**config.mk**
```make
export PLATFORM = sky130hd
export DESIGN_NAME = clamp_pulse_gen
export DESIGN_NICKNAME = d
export VERILOG_FILES = /design/src/rtl/clamp_pkg.sv /design/src/rtl/sync2.sv /design/src/rtl/pulse_timer.sv /design/src/rtl/clamp_gate.sv /design/src/rtl/clamp_pulse_gen.sv
export SDC_FILE = /design/constraint.sdc
export NUM_CORES = 1
export LEC_CHECK = 0
export BUFFER_PORTS_ARGS = -buffer_cell sky130_fd_sc_hd__buf_2
export CORE_ASPECT_RATIO = 2
export CORE_MARGIN = 4
export CORE_UTILIZATION = 42
export DETAILED_ROUTE_END_ITERATION = 8
export GPL_TIMING_DRIVEN = 0
export SLEW_MARGIN = 15
export SYNTH_ARGS = -nofsm -noshare
export SYNTH_HDL_FRONTEND = slang
export SYNTH_SLANG_ARGS = --single-unit
```
**constraint.sdc**
```tcl
create_clock -name clk -period 3.4 [get_ports clk]
set_input_delay 0.51 -clock clk [delete_from_list [all_inputs] [get_ports clk]]
set_output_delay 0.51 -clock clk [all_outputs]
set_load 0.02 [all_outputs]
```
**src/rtl/clamp_pkg.sv**
```systemverilog
package clamp_pkg;
  // Which line-timing input feeds a channel.
  typedef enum logic {
    SRC_PRI = 1'b0,
    SRC_SEC = 1'b1
  } hv_src_e;

  localparam int NUM_SRC = 2;
endpackage

```
**src/rtl/sync2.sv**
```systemverilog
module sync2 #(
  parameter int W = 1
) (
  input  logic         clk,
  input  logic         rst_n,
  input  logic [W-1:0] d_i,
  output logic [W-1:0] q_o
);
  logic [W-1:0] stage1;

  always_ff @(posedge clk) begin
    if (!rst_n) begin
      stage1 <= '0;
      q_o    <= '0;
    end else begin
      stage1 <= d_i;
      q_o    <= stage1;
    end
  end
endmodule

```
**src/rtl/pulse_timer.sv**
```systemverilog
module pulse_timer #(
  parameter int CNTW = 8
) (
  input  logic            clk,
  input  logic            rst_n,
  input  logic            hv_i,
  input  logic [CNTW-1:0] thr_i,
  input  logic [CNTW-1:0] bp_i,
  input  logic [CNTW-1:0] len_i,
  output logic            strobe_o,
  output logic            vflag_o
);
  localparam int PW = CNTW + 1;

  logic [CNTW-1:0] wcnt;
  logic            fall;
  logic            run;
  logic [PW-1:0]   pos;
  logic [PW-1:0]   win_end;

  // Width counter: counts the high cycles and saturates at its maximum.
  assign fall = !hv_i && (wcnt != '0);

  always_ff @(posedge clk) begin
    if (!rst_n) begin
      wcnt <= '0;
    end else if (hv_i) begin
      if (wcnt != '1) wcnt <= wcnt + 1'b1;
    end else begin
      wcnt <= '0;
    end
  end

  // Vertical-interval flag, updated only at the end of a pulse.
  always_ff @(posedge clk) begin
    if (!rst_n) vflag_o <= 1'b0;
    else if (fall) vflag_o <= (wcnt > thr_i);
  end

  AST_VFLAG_HOLD: assert property (@(posedge clk) disable iff (!rst_n)
    !fall |=> $stable(vflag_o));

  // Strobe window: positions bp .. bp+len-1 after the fall.
  assign win_end = {1'b0, bp_i} + {1'b0, len_i};

  always_ff @(posedge clk) begin
    if (!rst_n) begin
      run <= 1'b0;
      pos <= '0;
    end else if (fall) begin
      run <= (win_end != '0);
      pos <= '0;
    end else if (run) begin
      if ((pos + PW'(1)) >= win_end) run <= 1'b0;
      pos <= pos + PW'(1);
    end
  end

  assign strobe_o = run && (pos >= {1'b0, bp_i});

  AST_WINDOW_BOUND: assert property (@(posedge clk) disable iff (!rst_n)
    strobe_o |-> (pos < win_end));
endmodule

```
**src/rtl/clamp_gate.sv**
```systemverilog
module clamp_gate
  import clamp_pkg::*;
#(
  parameter int SELW = 2
) (
  input  logic            clk,
  input  logic            rst_n,
  input  logic [1:0]      strobe_i,
  input  logic [1:0]      vflag_i,
  input  logic [1:0]      lock_i,
  input  logic [1:0]      gate_en_i,
  input  logic            comp_src_i,
  input  logic [SELW-1:0] pri_sel_i,
  input  logic [SELW-1:0] sec_sel_i,
  output logic            clamp_pri_o,
  output logic            clamp_sec_o,
  output logic            clamp_comp_o
);
  logic [1:0] base_ok;
  logic [1:0] lock_ok;
  logic       shared;
  hv_src_e    csrc;

  assign csrc    = hv_src_e'(comp_src_i);
  assign base_ok = strobe_i & ~vflag_i;
  assign lock_ok = lock_i | ~gate_en_i;
  assign shared  = (pri_sel_i == sec_sel_i);

  always_ff @(posedge clk) begin
    if (!rst_n) begin
      clamp_pri_o  <= 1'b0;
      clamp_sec_o  <= 1'b0;
      clamp_comp_o <= 1'b0;
    end else begin
      clamp_pri_o  <= base_ok[SRC_PRI] && lock_ok[SRC_PRI];
      clamp_sec_o  <= base_ok[SRC_SEC] && lock_ok[SRC_SEC] && !shared;
      clamp_comp_o <= (csrc == SRC_SEC) ? base_ok[SRC_SEC] : base_ok[SRC_PRI];
    end
  end

  AST_SHARED_SEC_OFF: assert property (@(posedge clk) disable iff (!rst_n)
    (pri_sel_i == sec_sel_i) |=> !clamp_sec_o);
  AST_LOCK_PRI_OFF: assert property (@(posedge clk) disable iff (!rst_n)
    (gate_en_i[0] && !lock_i[0]) |=> !clamp_pri_o);
  AST_VERT_PRI_OFF: assert property (@(posedge clk) disable iff (!rst_n)
    vflag_i[0] |=> !clamp_pri_o);
  AST_COMP_SRC: assert property (@(posedge clk) disable iff (!rst_n)
    (!comp_src_i && !strobe_i[0]) |=> !clamp_comp_o);
endmodule

```
**src/rtl/clamp_pulse_gen.sv**
```systemverilog
module clamp_pulse_gen
  import clamp_pkg::*;
#(
  parameter int CNTW = 8,
  parameter int SELW = 2
) (
  input  logic            clk,
  input  logic            rst_n,
  input  logic            hv_pri_i,
  input  logic            hv_sec_i,
  input  logic            lock_pri_i,
  input  logic            lock_sec_i,
  input  logic            lock_gate_pri_i,
  input  logic            lock_gate_sec_i,
  input  logic            comp_src_i,
  input  logic [SELW-1:0] pri_sel_i,
  input  logic [SELW-1:0] sec_sel_i,
  input  logic [CNTW-1:0] wide_thr_i,
  input  logic [CNTW-1:0] bp_dly_i,
  input  logic [CNTW-1:0] clamp_len_i,
  output logic            clamp_pri_o,
  output logic            clamp_sec_o,
  output logic            clamp_comp_o
);
  logic [NUM_SRC-1:0] hv_raw, lock_raw, hv_s, lock_s;
  logic [NUM_SRC-1:0] strobe, vflag;

  assign hv_raw   = {hv_sec_i, hv_pri_i};
  assign lock_raw = {lock_sec_i, lock_pri_i};

  sync2 #(.W(2*NUM_SRC)) u_sync (
    .clk   (clk),
    .rst_n (rst_n),
    .d_i   ({lock_raw, hv_raw}),
    .q_o   ({lock_s, hv_s})
  );

  for (genvar g = 0; g < NUM_SRC; g++) begin : g_src
    pulse_timer #(.CNTW(CNTW)) u_timer (
      .clk      (clk),
      .rst_n    (rst_n),
      .hv_i     (hv_s[g]),
      .thr_i    (wide_thr_i),
      .bp_i     (bp_dly_i),
      .len_i    (clamp_len_i),
      .strobe_o (strobe[g]),
      .vflag_o  (vflag[g])
    );
  end

  clamp_gate #(.SELW(SELW)) u_gate (
    .clk          (clk),
    .rst_n        (rst_n),
    .strobe_i     (strobe),
    .vflag_i      (vflag),
    .lock_i       (lock_s),
    .gate_en_i    ({lock_gate_sec_i, lock_gate_pri_i}),
    .comp_src_i   (comp_src_i),
    .pri_sel_i    (pri_sel_i),
    .sec_sel_i    (sec_sel_i),
    .clamp_pri_o  (clamp_pri_o),
    .clamp_sec_o  (clamp_sec_o),
    .clamp_comp_o (clamp_comp_o)
  );

  AST_R1_RESET_LOW: assert property (@(posedge clk)
    $past(!rst_n) |-> !(clamp_pri_o || clamp_sec_o || clamp_comp_o));
  AST_COMP_NO_LOCK: assert property (@(posedge clk) disable iff (!rst_n)
    (comp_src_i && !vflag[1] && strobe[1]) |=> clamp_comp_o);
endmodule

```
After elaboration in Yosys (flattened, before gate mapping)
Cells that the tools add are included.

word-level totals
  register bits = 49
  bits of input ports = 37

cells by class
  add/subtract/negate cells = 5
  $lt $le $gt $ge = 6
  equal/unequal tests = 3
  muxes and demuxes = 7
  bitwise gates (word level) = 5
  reductions and logical operators = 17

operator list
  operator               number
  $add A9 B1 Y9 const B  2
  $ge A9 B8 Y1           2
  $ge A9 B9 Y1           2
  $add A8 B1 Y8 const B  2
  $gt A8 B8 Y1           2
  $ne A8 B8 Y1 const B   2
  $reduce_bool A8 Y1     2
  $add A8 B8 Y9          1
  $reduce_bool A9 Y1     1
  $logic_and A1 B1 Y1    7
  $mux W1                7
  $not A2 Y2             2
  $reduce_and A2 Y1      2
  $reduce_or A2 Y1       2
  $logic_not A1 Y1       3
  $and A2 B2 Y2          1
  $eq A2 B2 Y1           1
  $or A2 B2 Y2           1
  $not A1 Y1             1

Logic depth before layout (Yosys ltp)
  depth in word-level cells = 5
  mapped depth = 13
  gate-level depth less buffers = 13

Modules after synthesis
Synthesis repeated with hierarchy kept, for this count alone.

unflattened totals
  cells, all modules = 477
  area total of the unflattened synthesis = 4003.8 um^2

by module, submodules not included
  module                           instances  cells an instance  area each (um^2)  sequential area each (um^2)
  pulse_timer at g_src[0].u_timer  1          225                1839.3            380.4
  pulse_timer at g_src[1].u_timer  1          222                1816.7            380.4
  sync2                            1          16                 210.2             160.2
  clamp_gate                       1          14                 137.6             60.1

Least setup slack after synthesis
OpenSTA, ideal clock, no wires.

  kind = input-to-reg
  from = in bp_dly_i[0]
  to = reg g_src[0].u_timer.run
  setup time = 0.060 ns
  arrival time = 2.776 ns
  required time = 3.340 ns
  slack = 0.563 ns
  stages = 12
  buffers on the path = 0
  path through = ha_1 inv_1 fa_1 and2b_1 o22ai_1 xnor2_1 ha_1 a21oi_1 o21ai_0 maj3_2 a221oi_2 a311o_1

on the way
  word-level cells in the longest chain between the ends = 5
  elaborated cells between the ends (all ways) = 6
  those cells by class = add/sub: 1; order compare: 1; mux: 3; reduce/logical: 1

RTL lines
  element               line                   RTL
  start, declared       clamp_pulse_gen.sv:19  input logic [CNTW-1:0] bp_dly_i,
  $add A8 B8 Y9 *       pulse_timer.sv:44      assign win_end = {1'b0, bp_i} + {1'b0, len_i};
  $ge A9 B9 Y1          pulse_timer.sv:54      if ((pos + PW'(1)) >= win_end) run <= 1'b0;
  $mux W1               pulse_timer.sv:54
  $mux W1               pulse_timer.sv:53      end else if (run) begin
  $mux W1 *             pulse_timer.sv:50      end else if (fall) begin
  end signal, assigned  pulse_timer.sv:51      run <= (win_end != '0);
  end, declared         pulse_timer.sv:17      logic run;

Mark *: on every way between the ends. The rest lies on a longest branch, timed or not.
A chain may end at the register's enable or synchronous reset.

Worst setup path after layout
Same ends and word-level chain as after synthesis.

==> impl_metrics.xml <==
<?xml version="1.0" encoding="UTF-8"?>
<metrics>
  <group name="finish">
    <metric name="final_layout_size_suffix_gt1_share" unit="%">13.2</metric>
    <metric name="layout.nets" unit="">556</metric>
    <metric name="antennaDiodeCount" unit="">0</metric>
    <metric name="final_cell_mix" unit="">sky130_fd_sc_hd__ha_1 (58), sky130_fd_sc_hd__dfxtp_1 (49), sky130_fd_sc_hd__nor2_1 (43)</metric>
    <metric name="areaGrowthSynthToFinish" unit="%">13.0</metric>
    <metric name="final_common_cell" unit="">sky130_fd_sc_hd__ha_1</metric>
  </group>
  <group name="clocking">
    <metric name="post_cts_sizing_count" unit="">0</metric>
    <metric name="clk_transition_reported_paths" unit="ps">70</metric>
    <metric name="cts_h_tree_lvls" unit="">2</metric>
    <metric name="max-clock-path-buffers" unit="">2</metric>
    <metric name="postCtsSetupRepairBufs" unit="">0</metric>
    <metric name="worst_skew_pair.late_latency" unit="ps">300</metric>
    <metric name="clock_sinks" unit="">49</metric>
    <metric name="cts_hold_buffers" unit="">0</metric>
    <metric name="cts_tree" unit="">built</metric>
    <metric name="tritoncts.num_buffers" unit="">5</metric>
    <metric name="clock-root-buffer" unit="">sky130_fd_sc_hd__clkbuf_16</metric>
  </group>
  <group name="job">
    <metric name="maxCapViolations" unit="">0</metric>
  </group>
  <group name="logic_synthesis">
    <metric name="synth.distinct_cells" unit="">57</metric>
    <metric name="number_of_synthesized_register_bits" unit="">49</metric>
    <metric name="synth_cells" unit="">415</metric>
    <metric name="synth_top_area_share" unit="%">27.2</metric>
    <metric name="synth_area_leaders" unit="">sky130_fd_sc_hd__dfxtp_1 (27%), sky130_fd_sc_hd__ha_1 (20%), sky130_fd_sc_hd__xor2_1 (6.3%)</metric>
    <metric name="synthDominantAreaCellType" unit="">sky130_fd_sc_hd__dfxtp_1</metric>
    <metric name="synth_edf_count" unit="">0</metric>
    <metric name="synth_async_sr_flop_share" unit="%">0</metric>
    <metric name="ys_seq_area_share" unit="%">27.2</metric>
    <metric name="synth_area" unit="um^2">3610</metric>
    <metric name="top_reg_cell_synth" unit="">sky130_fd_sc_hd__dfxtp_1</metric>
    <metric name="syn_nets" unit="">511</metric>
    <metric name="synth-warning-count" unit="">0</metric>
    <metric name="postSynthAreaPerCell" unit="um^2">8.70</metric>
  </group>
  <group name="timing">
    <metric name="postLayoutSetupSlackWorst" unit="ps">329</metric>
    <metric name="clock_skew" unit="ps">8.03</metric>
    <metric name="worst-slew-pin-transition" unit="ps">497</metric>
    <metric name="rsz_0062_raised_after_global_routing" unit="">false</metric>
    <metric name="timing.final.crit_share" unit="%">90.3</metric>
    <metric name="timing.final.max_slew_violations" unit="">0</metric>
    <metric name="maxClockFrequency" unit="MHz">326</metric>
    <metric name="maxSlewHeadroom" unit="%">66.9</metric>
    <metric name="setup-tns-final" unit="ps">0</metric>
    <metric name="final_setup_fails" unit="">0</metric>
    <metric name="final-hold-violation-count" unit="">0</metric>
    <metric name="finalCriticalPeriod" unit="ps">3070</metric>
  </group>
  <group name="detailed_routing">
    <metric name="drt_wl_total" unit="um">8560</metric>
    <metric name="dr.first_iter.drc_count" unit="">68</metric>
    <metric name="drtPass1Iterations" unit="">4</metric>
    <metric name="drc" unit="">0</metric>
    <metric name="drtAntennaViolNets" unit="">0</metric>
    <metric name="route.detailed.vias_per_inst" unit="">5.45</metric>
    <metric name="dr_total_vias" unit="">3049</metric>
    <metric name="post_drt_wl_per_cell" unit="um">15.3</metric>
  </group>
  <group name="setup_path">
    <metric name="critPathCaptureType" unit="">flip-flop</metric>
    <metric name="rr_startpoint" unit="">g_src[0].u_timer.pos[0]</metric>
    <metric name="ws_path_type" unit="">input port to flip-flop</metric>
    <metric name="timing.reg2reg.worst_path_depth" unit="">10</metric>
    <metric name="cp_data_arrival_time" unit="ps">3310</metric>
    <metric name="timing.critical_path.required" unit="ps">3640</metric>
    <metric name="cp-startpoint" unit="">bp_dly_i[0]</metric>
    <metric name="highest_net_fanout_along_the_worst_path" unit="">3</metric>
    <metric name="setup.worst_path.start_class" unit="">input port</metric>
  </group>
  <group name="floorplanning">
    <metric name="rows" unit="">47</metric>
    <metric name="die-area" unit="um^2">10200</metric>
    <metric name="die_h" unit="um">139</metric>
    <metric name="boundaryPins" unit="">40</metric>
    <metric name="initial_core_util" unit="%">43.3</metric>
    <metric name="core_area" unit="um^2">8350</metric>
    <metric name="die_x" unit="um">73.6</metric>
  </group>
  <group name="pwr">
    <metric name="power.static_leakage" unit="uW">0.00192</metric>
    <metric name="share_seq_of_total_power" unit="%">43.4</metric>
    <metric name="pwr-share-comb" unit="%">17.6</metric>
    <metric name="power_report.internal_total" unit="uW">987</metric>
    <metric name="power.ir.vdd_worst" unit="mV">0.234</metric>
    <metric name="power.density_cell_area" unit="nW/um^2">334</metric>
    <metric name="netSwitchingFraction" unit="%">27.7</metric>
    <metric name="power.clock.fraction" unit="%">39.0</metric>
    <metric name="power_switching" unit="uW">378</metric>
    <metric name="finalPower" unit="uW">1360</metric>
  </group>
  <group name="grt">
    <metric name="grtUsageMet2" unit="%">33.9</metric>
    <metric name="grt_pass1_wl" unit="um">14600</metric>
    <metric name="vias_in_the_first_global_route" unit="">3134</metric>
    <metric name="grt_antenna_before_repair" unit="">0</metric>
    <metric name="grt_overflow_total" unit="">0</metric>
    <metric name="groute.usage.overall" unit="%">18.0</metric>
    <metric name="grtUsageMet1" unit="%">17.8</metric>
    <metric name="globalRouteMet3Util" unit="%">2.76</metric>
    <metric name="busiest_layer_in_global_routing" unit="">met2</metric>
    <metric name="pin_count_of_the_biggest_net_entering_global_routing" unit="">17</metric>
  </group>
  <group name="worst_hold_path">
    <metric name="timing.hold.worst.start" unit="">lock_sec_i</metric>
    <metric name="min-delay-path-class" unit="">input port to flip-flop</metric>
    <metric name="timing.hold.worst_path_depth" unit="">2</metric>
  </group>
  <group name="run_status">
    <metric name="result_of_the_run" unit="">finished, final reports clean</metric>
  </group>
  <group name="place">
    <metric name="finalWeightedCongestion" unit="">0.839</metric>
    <metric name="dpl_worst_slack" unit="ps">5.56</metric>
    <metric name="detailed_place_hpwl" unit="um">7050</metric>
    <metric name="place.port_buffers" unit="">38</metric>
  </group>
</metrics>
[critical path, stage by stage]
cell                       delay, ps
sky130_fd_sc_hd__buf_2           120
sky130_fd_sc_hd__ha_1            190
sky130_fd_sc_hd__inv_1            60
sky130_fd_sc_hd__fa_1            400
sky130_fd_sc_hd__and2b_1         250
sky130_fd_sc_hd__o22ai_1         100
sky130_fd_sc_hd__xnor2_1         410
sky130_fd_sc_hd__ha_1            340
sky130_fd_sc_hd__a21oi_1         110
sky130_fd_sc_hd__o21ai_0         100
sky130_fd_sc_hd__maj3_2          320
sky130_fd_sc_hd__a221oi_2        260
sky130_fd_sc_hd__a311o_1         140
[registers in the layout, summed over array words and instances (netlist names)]
name and cells:
u_sync.stage1 4, u_gate.clamp_sec_o 1, g_src.u_timer.run 2, u_gate.clamp_pri_o 1, u_sync.q_o 4, g_src.u_timer.wcnt 16
g_src.u_timer.pos 18, u_gate.clamp_comp_o 1, g_src.u_timer.vflag_o 2
[cells by family (layout without fill, tap and decap cells)]
logic type	after synthesis	after routing	synth area share, %
and+or+nand+nor	152	152	21.9
AOI/OAI and AO/OA	74	74	15.0
adders and majority gates	61	61	21.2
DFF	49	49	27.2
xor gates and xnor gates	40	40	9.91
buffers and inverters	36	82	3.98
muxes	3	3	0.831
[per-layer routing]
layer | wire length, um | part of all wire (%)
met1 | 3140 | 37
met2 | 4770 | 56
met3 | 275 | 3.2
met4 | 380 | 4.4
met5 | 0 | 0
[power by group through the flow]
stage / Clock (uW) / Sequential (uW) / Combinational, uW
2_1_floorplan: 0 / 602 / 167
3_3_place_gp: 0 / 606 / 237
3_5_place_dp: 0 / 606 / 242
4_1_cts: 545 / 593 / 245
5_1_grt: 569 / 594 / 274
6_report: 532 / 592 / 241
[area by class of cell]
type	instances	area [um^2]
fillers	863	4270
multi-input cells	330	2490
flip-flops and latches	49	981
repair buffers	38	190
clock buffers	6	139
well taps	98	123
inverters	26	97.6
plain buffers	10	46.3
clock inverters	2	17.5
[final timing paths]
kind                               end  slack, ps
setup / recovery  g_src[0].u_timer.run        330
hold reg to reg          u_sync.q_o[2]        430
setup reg to reg  g_src[0].u_timer.run        930
hold / removal        u_sync.stage1[3]        420
[cell usage after synthesis (all sizes together) (2+ instances only)]
cell type,number
ha,58
dfxtp,49
nor2,44
xor2,27
inv,26
nand2,20
nand3,17
a21oi,13
nand4,13
o21ai,13
xnor2,13
a21o,11
nand2b,11
and3,10
nor3,10
and2,8
clkbuf,8
a21boi,5
a31oi,5
a211oi,4
nor4b,4
o21bai,4
o221ai,4
mux2i,3
nor2b,3
and3b,2
buf,2
maj3,2
nand4b,2
nor3b,2
o211ai,2
o21a,2
o22ai,2
or2,2
[stage by stage]
step	cell area, um^2	hold slack (ps)	std cells	util (%)
final	4080	418	559	48.9
after floorplan	3610	412	415	-
after global routing	4080	420	559	48.9
after global placement	3930	420	551	47.0
after CTS	4080	414	559	48.9
after detailed placement	3930	425	551	47.0
(Power assumes the default switching activity.)
